`src/rtl/tod_irq_pkg.sv`:
```
package tod_irq_pkg;
  localparam int unsigned REG_AW   = 4;
  localparam int unsigned DATA_W   = 8;
  localparam int unsigned DAY_BITS = 3;
  localparam int unsigned N_FIELD  = 3;
  localparam int unsigned N_SRC    = 2;
  localparam int unsigned SRC_TOD  = 0;
  localparam int unsigned SRC_WD   = 1;

  localparam logic [REG_AW-1:0] A_AL_MIN = 4'h3;
  localparam logic [REG_AW-1:0] A_AL_HR  = 4'h5;
  localparam logic [REG_AW-1:0] A_AL_DAY = 4'h7;
  localparam logic [REG_AW-1:0] A_CMD    = 4'hB;
  localparam logic [REG_AW-1:0] A_WD_LO  = 4'hC;
  localparam logic [REG_AW-1:0] A_WD_HI  = 4'hD;

  // writable part of the command register, bits 7..2
  typedef struct packed {
    logic xfer_en;
    logic route_tod_a;
    logic drive_hi;
    logic pulse_mode;
    logic wd_mask;
    logic tod_mask;
  } cmd_t;

  localparam cmd_t CMD_RST = cmd_t'(6'b110000);
endpackage

```
`src/rtl/tod_alarm_regs.sv`:
```
module tod_alarm_regs
  import tod_irq_pkg::*;
(
  input  logic                 clk,
  input  logic                 rst,
  input  logic                 acc_en,
  input  logic                 acc_wr,
  input  logic [REG_AW-1:0]    acc_addr,
  input  logic [DATA_W-1:0]    acc_wdata,
  input  logic [N_SRC-1:0]     flags,
  output logic [DATA_W-1:0]    al_min,
  output logic [DATA_W-1:0]    al_hr,
  output logic [DATA_W-1:0]    al_day,
  output cmd_t                 cmd,
  output logic                 tod_clr,
  output logic                 wd_clr,
  output logic [DATA_W-1:0]    rd_data
);
  localparam int unsigned PAD_W = DATA_W - 1 - DAY_BITS;

  logic [DATA_W-1:0] rd_mux;

  always_comb begin
    unique case (acc_addr)
      A_AL_MIN: rd_mux = al_min;
      A_AL_HR:  rd_mux = al_hr;
      A_AL_DAY: rd_mux = al_day;
      A_CMD:    rd_mux = {cmd, flags[SRC_WD], flags[SRC_TOD]};
      default:  rd_mux = '0;
    endcase
  end

  assign tod_clr = acc_en && (acc_addr == A_AL_MIN || acc_addr == A_AL_HR ||
                              acc_addr == A_AL_DAY);
  assign wd_clr  = acc_en && (acc_addr == A_WD_LO || acc_addr == A_WD_HI);

  always_ff @(posedge clk) begin
    if (rst) begin
      al_min  <= '0;
      al_hr   <= '0;
      al_day  <= '0;
      cmd     <= CMD_RST;
      rd_data <= '0;
    end else begin
      if (acc_en && acc_wr) begin
        unique case (acc_addr)
          A_AL_MIN: al_min <= acc_wdata;
          A_AL_HR:  al_hr  <= acc_wdata;
          A_AL_DAY: al_day <= {acc_wdata[DATA_W-1], {PAD_W{1'b0}},
                               acc_wdata[DAY_BITS-1:0]};
          A_CMD:    cmd    <= cmd_t'(acc_wdata[DATA_W-1:2]);
          default: ;
        endcase
      end
      if (acc_en && !acc_wr) rd_data <= rd_mux;
    end
  end

  assert_day_pad_zero_R2: assert property (@(posedge clk) disable iff (rst)
    (acc_en && !acc_wr && acc_addr == A_AL_DAY) |=> (rd_data[DATA_W-2:DAY_BITS] == '0));

  assert_flags_readonly_R9: assert property (@(posedge clk) disable iff (rst)
    (acc_en && !acc_wr && acc_addr == A_CMD) |=> (rd_data[1:0] == $past(flags)));
endmodule

```
`src/rtl/tod_alarm_match.sv`:
```
module tod_alarm_match
  import tod_irq_pkg::*;
(
  input  logic              roll,
  input  logic [DATA_W-1:0] al_min,
  input  logic [DATA_W-1:0] al_hr,
  input  logic [DATA_W-1:0] al_day,
  input  logic [DATA_W-1:0] cur_min,
  input  logic [DATA_W-1:0] cur_hr,
  input  logic [DATA_W-1:0] cur_day,
  output logic              hit
);
  logic [N_FIELD-1:0][DATA_W-1:0] al_f;
  logic [N_FIELD-1:0][DATA_W-1:0] cur_f;
  logic [N_FIELD-1:0]             ok;

  assign al_f  = {al_day, al_hr, al_min};
  assign cur_f = {cur_day, cur_hr, cur_min};

  for (genvar i = 0; i < N_FIELD; i++) begin : g_field
    // bit 7 set: field is a don't-care; otherwise value bits must agree
    assign ok[i] = al_f[i][DATA_W-1] ||
                   ({1'b0, al_f[i][DATA_W-2:0]} == cur_f[i]);
  end

  assign hit = roll && (&ok);
endmodule

```
`src/rtl/irq_flag_gen.sv`:
```
module irq_flag_gen #(
  parameter int unsigned PULSE_CYC = 3000
) (
  input  logic clk,
  input  logic rst,
  input  logic set,
  input  logic clr,
  input  logic pulse_mode,
  output logic flag
);
  localparam int unsigned CW = $clog2(PULSE_CYC + 1);

  logic [CW-1:0] cnt;

  always_ff @(posedge clk) begin
    if (rst) begin
      flag <= 1'b0;
      cnt  <= '0;
    end else if (clr) begin
      flag <= 1'b0;
      cnt  <= '0;
    end else if (set) begin
      flag <= 1'b1;
      cnt  <= CW'(PULSE_CYC - 1);
    end else begin
      if (flag && pulse_mode && cnt == '0) flag <= 1'b0;
      if (cnt != '0) cnt <= cnt - 1'b1;
    end
  end

  assert_clear_wins_R8: assert property (@(posedge clk) disable iff (rst)
    clr |=> !flag);

  assert_event_sets_R3: assert property (@(posedge clk) disable iff (rst)
    (set && !clr) |=> flag);

  assert_level_holds_R12: assert property (@(posedge clk) disable iff (rst)
    (flag && !pulse_mode && !clr) |=> flag);
endmodule

```
`src/rtl/tod_alarm_irq.sv`:
```
module tod_alarm_irq
  import tod_irq_pkg::*;
#(
  parameter int unsigned PULSE_CYC = 3000
) (
  input  logic              clk,
  input  logic              rst,
  input  logic              acc_en,
  input  logic              acc_wr,
  input  logic [REG_AW-1:0] acc_addr,
  input  logic [DATA_W-1:0] acc_wdata,
  output logic [DATA_W-1:0] rd_data,
  input  logic [DATA_W-1:0] cur_min,
  input  logic [DATA_W-1:0] cur_hour,
  input  logic [DATA_W-1:0] cur_day,
  input  logic              sec_roll,
  input  logic              wd_req,
  output logic              irq_a,
  output logic              irq_b
);
  logic [DATA_W-1:0] al_min, al_hr, al_day;
  cmd_t              cmd;
  logic              tod_clr, wd_clr, hit;
  logic [N_SRC-1:0]  fset, fclr, flags, src_mask, act;

  tod_alarm_regs u_regs (
    .clk(clk), .rst(rst), .acc_en(acc_en), .acc_wr(acc_wr),
    .acc_addr(acc_addr), .acc_wdata(acc_wdata), .flags(flags),
    .al_min(al_min), .al_hr(al_hr), .al_day(al_day), .cmd(cmd),
    .tod_clr(tod_clr), .wd_clr(wd_clr), .rd_data(rd_data)
  );

  tod_alarm_match u_match (
    .roll(sec_roll), .al_min(al_min), .al_hr(al_hr), .al_day(al_day),
    .cur_min(cur_min), .cur_hr(cur_hour), .cur_day(cur_day), .hit(hit)
  );

  always_comb begin
    fset[SRC_TOD]     = hit;
    fset[SRC_WD]      = wd_req;
    fclr[SRC_TOD]     = tod_clr;
    fclr[SRC_WD]      = wd_clr;
    src_mask[SRC_TOD] = cmd.tod_mask;
    src_mask[SRC_WD]  = cmd.wd_mask;
  end

  for (genvar g = 0; g < N_SRC; g++) begin : g_src
    irq_flag_gen #(.PULSE_CYC(PULSE_CYC)) u_flag (
      .clk(clk), .rst(rst), .set(fset[g]), .clr(fclr[g]),
      .pulse_mode(cmd.pulse_mode), .flag(flags[g])
    );
  end

  assign act = flags & ~src_mask;

  always_ff @(posedge clk) begin
    if (rst) begin
      irq_a <= 1'b0;
      irq_b <= 1'b0;
    end else begin
      irq_a <= cmd.route_tod_a ? act[SRC_TOD] : act[SRC_WD];
      irq_b <= cmd.route_tod_a ? act[SRC_WD]  : act[SRC_TOD];
    end
  end

  assert_tod_masked_R10: assert property (@(posedge clk) disable iff (rst)
    ($past(cmd.tod_mask) && $past(cmd.wd_mask)) |-> (!irq_a && !irq_b));

  assert_route_tod_a_R11: assert property (@(posedge clk) disable iff (rst)
    ($past(flags[SRC_TOD]) && !$past(cmd.tod_mask) && $past(cmd.route_tod_a)) |-> irq_a);

  assert_route_tod_b_R11: assert property (@(posedge clk) disable iff (rst)
    ($past(flags[SRC_TOD]) && !$past(cmd.tod_mask) && !$past(cmd.route_tod_a)) |-> irq_b);

  assert_wd_sets_R13: assert property (@(posedge clk) disable iff (rst)
    (wd_req && !wd_clr) |=> flags[SRC_WD]);
endmodule

```
`config.mk`:
```
export PLATFORM = sky130hd
export DESIGN_NAME = tod_alarm_irq
export DESIGN_NICKNAME = d
export VERILOG_FILES = /design/src/rtl/tod_irq_pkg.sv /design/src/rtl/tod_alarm_regs.sv /design/src/rtl/tod_alarm_match.sv /design/src/rtl/irq_flag_gen.sv /design/src/rtl/tod_alarm_irq.sv
export SDC_FILE = /design/constraint.sdc
export NUM_CORES = 1
export LEC_CHECK = 0
export ABC_AREA = 1
export BUFFER_PORTS_ARGS = -buffer_cell sky130_fd_sc_hd__buf_4
export CORE_UTILIZATION = 64
export CTS_BUF_LIST = sky130_fd_sc_hd__clkbuf_4 sky130_fd_sc_hd__clkbuf_8
export DETAILED_ROUTE_END_ITERATION = 6
export PLACE_DENSITY = 0.85
export SETUP_SLACK_MARGIN = 0.2
export SYNTH_ARGS = -nofsm -noshare
export SYNTH_HDL_FRONTEND = slang
export SYNTH_HIERARCHICAL = 1
export SYNTH_SLANG_ARGS = --single-unit
```
`constraint.sdc`:
```
create_clock -name clk -period 2.95 [get_ports clk]
set_input_delay 0.59 -clock clk [delete_from_list [all_inputs] [get_ports clk]]
set_output_delay 0.59 -clock clk [all_outputs]
set_load 0.005 [all_outputs]
```
==> Word-level counts from Yosys, hierarchy flattened <==
Cells that the tools add are included.
{ "totals": {"latch_bits": 0, "ram_bits": 0, "rom_bits": 0, "regBits": 62, "out_inout_bits": 10, "n_memories": 0, "word_cells": 75} }
{ "classes": {"n_mux": 11, "div": 0, "addsub": 2, "n_eq_ne": 9, "n_reduce_logical": 33, "multipliers": 0, "shifts": 0, "order_cmp": 0, "bitwise": 2} }
{ "ops": {"columns": ["operator", "count"], "rows": [
  ["$mux 12", 4],
  ["$pmux 8 s4", 1],
  ["$logic_not 12->1", 2],
  ["$reduce_bool 12->1", 2],
  ["$sub 12x1->12 const B", 2],
  ["$eq 7x8->1", 2],
  ["$eq 4x4->1 const B", 3],
  ["$logic_and 1x1->1", 9],
  ["$eq 3x8->1", 1],
  ["$eq 4x3->1 const B", 2],
  ["$reduce_and 2->1", 4],
  ["$reduce_bool 2->1", 4],
  ["$logic_or 1x1->1", 6],
  ["$mux 1", 6],
  ["$reduce_or 3->1", 2],
  ["$eq 4x2->1 const B", 1],
  ["$reduce_or 2->1", 2],
  ["$reduce_and 3->1", 1],
  ["$and 2x2->2", 1],
  ["$not 2->2", 1],
  ["$logic_not 1->1", 1]
]} }

==> Longest topological paths before layout <==
{ "depth": {"word_depth": 5, "ltp_mapped": 14} }

==> Modules after synthesis <==
The synthesis kept the hierarchy.
{ "by_module_without_submodules": {"columns": ["module", "seq_area_each_um2", "cells_per_inst", "instances", "area_per_inst_um2"], "rows": [
  ["irq_flag_gen", 260.2, 108, 2, 775.7],
  ["tod_alarm_regs", 680.7, 212, 1, 1551.5],
  ["tod_alarm_match", 0.0, 108, 1, 444.2],
  ["tod_alarm_irq", 40.0, 16, 1, 95.1]
]} }

==> Worst setup path after synthesis <==
Ideal clock, no wire load.
{ "synth_timing": {"path_type": "input-to-reg", "startpoint": "input port acc_addr[0]", "endpoint": "register g_src[0].u_flag.cnt[3]", "t_arrival_ns": 1.590, "slack_ns": 1.245, "cell_stages": 8, "required_ns": 2.835, "cell_sequence": "inv_1 nor2_2 o21ai_0 nor2_1 nor2_1 inv_1 nor2_1 and3_1"} }
{ "synth_between": {"elab_chain_cells": 5, "elab_cells_between_ends": 7} }
{ "synth_rtl": {"columns": ["element", "line", "source"], "rows": [
  ["from (decl)", "tod_alarm_irq.sv:10", "input logic [REG_AW-1:0] acc_addr,"],
  ["$eq 4x2->1 or $eq 4x3->1 (tied branches)", "tod_alarm_regs.sv:33", "assign tod_clr = acc_en && (acc_addr == A_AL_MIN || acc_addr == A_AL_HR ||"],
  ["$logic_or 1x1->1", "tod_alarm_regs.sv:33", null],
  ["$logic_or 1x1->1 *", "tod_alarm_regs.sv:33", null],
  ["$logic_and 1x1->1 *", "tod_alarm_regs.sv:33", null],
  ["via tod_clr", "tod_alarm_irq.sv:23", "logic tod_clr, wd_clr, hit;"],
  ["$reduce_or 3->1 (no source line) *", null, null],
  ["to (signal assigned)", "irq_flag_gen.sv:24", "cnt <= CW'(PULSE_CYC - 1);"],
  ["to (signal assigned)", "irq_flag_gen.sv:27", "if (cnt != '0) cnt <= cnt - 1'b1;"],
  ["to (decl)", "irq_flag_gen.sv:13", "logic [CW-1:0] cnt;"]
]} }
Mark *: on every way through the listed nets, which the timed path passes. The rest lies on a longest branch.
A chain may end at the register's enable or synchronous reset.

==> Final worst setup path <==
{ "layout_timing": {"startpoint": "register u_regs.al_hr[2]", "endpoint": "register g_src[0].u_flag.flag"} }
{ "layout_between": {"elab_chain_cells": 5, "elab_cells_between_ends": 6} }
{ "layout_rtl": {"columns": ["element", "line", "source"], "rows": [
  ["from (decl)", "tod_alarm_regs.sv:12", "output logic [DATA_W-1:0] al_hr,"],
  ["from (signal assigned)", "tod_alarm_regs.sv:48", "A_AL_HR: al_hr <= acc_wdata;"],
  ["$eq 7x8->1 *", "tod_alarm_match.sv:23", "({1'b0, al_f[i][DATA_W-2:0]} == cur_f[i]);"],
  ["$logic_or 1x1->1 *", "tod_alarm_match.sv:22", "assign ok[i] = al_f[i][DATA_W-1] ||"],
  ["$reduce_and 3->1 *", "tod_alarm_match.sv:26", "assign hit = roll && (&ok);"],
  ["$logic_and 1x1->1 *", "tod_alarm_match.sv:26", null],
  ["via hit", "tod_alarm_irq.sv:23", null],
  ["$mux 1 or $reduce_bool 2->1 (tied branches)", null, null],
  ["to (signal assigned)", "irq_flag_gen.sv:20", "flag <= 1'b0;"],
  ["to (signal assigned)", "irq_flag_gen.sv:23", "flag <= 1'b1;"],
  ["to (signal assigned)", "irq_flag_gen.sv:26", "if (flag && pulse_mode && cnt == '0) flag <= 1'b0;"],
  ["to (decl)", "irq_flag_gen.sv:9", "output logic flag"]
]} }
Marks and branches as above.

==> flow_summary.yaml <==
timing:
  maxSlewViolCount: 0
  rsz0062_at_grt: "no"
  finalCriticalPeriod_ns: 1.94
  clock.fmax_ghz: 0.516
  setup_ws_ns: 1.01
  fin_crit_sh: 0.657
  fin_tns_setup_ns: 0
  relSlewSlack: 0.632
  worst_slew_pin_slew_ns: 0.550
  setup_viol: 0
  holdWs_ns: 0.471
  hold_viol_final: 0
  fin_worst_skew_ns: 0.00964
floorplan:
  die_w_um: 77.4
  num_rows: 27
  die_area_mm2: 0.00600
  start_util: 0.661
  core_mm2: 0.00551
  die_y_um: 77.4
  io_pins: 52
finish:
  fin_nets: 652
  drive_above_1_share: 0.192
  diodes: 0
  layout_common_cells: "nand2_1, inv_1, nand3_1"
  final_util: 0.770
  final_common_cell: "nand2_1"
  area_growth_pct: 16.5
cts:
  clock_latency_ns: 0.34
  cts_sinks: 62
  post_cts_buffers: 0
  cts.repair.resized: 0
  cts.reportedPaths.clkPinSlew_ns: 0.07
  cts-buffers-inserted: 9
  cts_max_level: 3
  hold_buffers: 0
  cts_tree: "yes"
  clock_path_buffers: 2
  cts-root-buf: "clkbuf_8"
synth:
  synth.avg_cell_area_um2: 6.60
  synthDistinctLibCells: 34
  seq_area_frac_synth: 0.341
  synth_edf_count: 0
  synthesis.instances: 552
  ys_warn_count: 6
  ys_ff_latch: 62
  synthFlopType: "dfxtp_1"
  synth_area_mm2: 0.00364
  async_reset_ff_frac: 0
status:
  status: "completed"
power:
  power_density_mw_per_mm2: 648
  power.leakage_nw: 1.98
  peakVddDrop_v: 0.000651
setup_path:
  crit_required_ns: 3.24
  worstSetupEndpointType: "flop"
  crit_chain: "nor2_1, nor2_1, nand2_1, nor2_1, nand2_1, nand2_1, nand2_1, nor2_1, clkinv_1, nand4_1, o211ai_1, inv_1"
  arrival_ns: 2.23
  crit_path_max_fanout: 10
  worst_path_largest_cell_delay_ns: 0.41
  start_kind: "flop"
  cp_slowest_cell: "dfxtp_1"
  worstSetupPathType: "flop to flop"
routing:
  num_vias: 3626
  wl_um: 8550
  drt_iter0_drc: 184
  drc: 0
  routed_via_density: 5.32
  dr.pass1.iters: 5
  ant_nets: 0
  wl_per_cell_um: 12.5
grt:
  grt_usage: 0.299
  grt_pass1_vias: 3291
  overflow: 0
  grt_start_max_net_pins: 24
  grt_pass1_wl_um: 14200
  antenna_found_initial: 0
flow_run:
  maxCapViolCount: 0
placed_design:
  gp_congestion: 0.868
  place_ws_ns: 0.781
  hpwlAfterDp_um: 6410
  port-buffer-count: 51
hold_path:
  hold_path.class: "flop to flop"
synthesized netlist by cell type, types with 3 or more instances:
cell type / number / area share
a21oi_1: 48 / 0.066
buf_4: 6 / 0.012
clkbuf_1: 3 / 0.0031
dfxtp_1: 62 / 0.34
ha_1: 4 / 0.014
inv_1: 85 / 0.088
inv_2: 9 / 0.0093
nand2_1: 132 / 0.14
nand2_2: 9 / 0.015
nand2_4: 4 / 0.012
nand3_1: 64 / 0.088
nand3_2: 3 / 0.0082
nand4_1: 6 / 0.010
nor2_1: 33 / 0.034
nor2_2: 11 / 0.019
nor2_4: 8 / 0.025
o21ai_0: 23 / 0.032
o21ai_1: 10 / 0.014
xnor2_1: 8 / 0.019
flip-flops by register name, indices dropped and copies added, names as in the netlist:
name,cells
g_src.u_flag/cnt,24
u_regs/al_hr,8
u_regs/al_min,8
u_regs/rd_data,8
u_regs/cmd,6
u_regs/al_day,4
g_src.u_flag/flag,2
irq_a,1
irq_b,1
cell type report:
type / count / area, um^2
Tap cell: 72 / 90.1
Timing Repair Buffer: 51 / 383
Inverter: 96 / 360
Fill cell: 445 / 1260
Clock inverter: 4 / 48.8
Multi-Input combinational cell: 386 / 1980
Sequential cell: 62 / 1240
Clock buffer: 11 / 139
critical path, delay by kind of cell (launching register included):
kind,cells,cell delay [ns]
buffers and inverters,2,0.39
and+or+nand+nor,9,1.01
DFF,1,0.41
AOI/OAI and AO/OA,1,0.09
stage by stage:
step	area (um^2)	power, mW	std cells
floorplan	3650	1.81	555
global placement	4050	1.99	667
detailed placement	4050	2.03	667
CTS	4240	2.75	682
global route	4240	2.93	682
finish	4240	2.75	682
logic make-up after synthesis:
family                   synth area share
AND/OR/NAND/NOR                     0.386
AO/OA/AOI/OAI                       0.115
adder cells (fa/ha/maj)            0.0137
flip-flops                          0.341
buffers and inverters               0.119
other                             0.00103
XOR/XNOR                           0.0240
report_power, final:
part | switching [mW] | total (mW) | leakage [nW] | internal [mW]
Combinational | 0.626 | 1.01 | 1.38 | 0.381
Sequential | 0.0874 | 1.02 | 0.506 | 0.931
Clock | 0.322 | 0.725 | 0.100 | 0.403
final timing paths:
check / from / endpoint / slack, ns / depth (start not counted)
max reg2reg: u_regs/al_hr[2] / g_src[0].u_flag/flag / 1.01 / 12
min reg2reg: u_regs/cmd[3] / u_regs/cmd[3] / 0.47 / 2
max: u_regs/al_hr[2] / g_src[0].u_flag/flag / 1.01 / 12
min: u_regs/cmd[3] / u_regs/cmd[3] / 0.47 / 2
layer usage:
layer	track usage	vias to the layer above	part of all wire
met5	0	-	0
li1	-	1849	-
met4	0.136	0	0.020
met2	0.530	108	0.51
met1	0.342	1648	0.43
met3	0.0647	21	0.038
(Power assumes the default switching activity.)
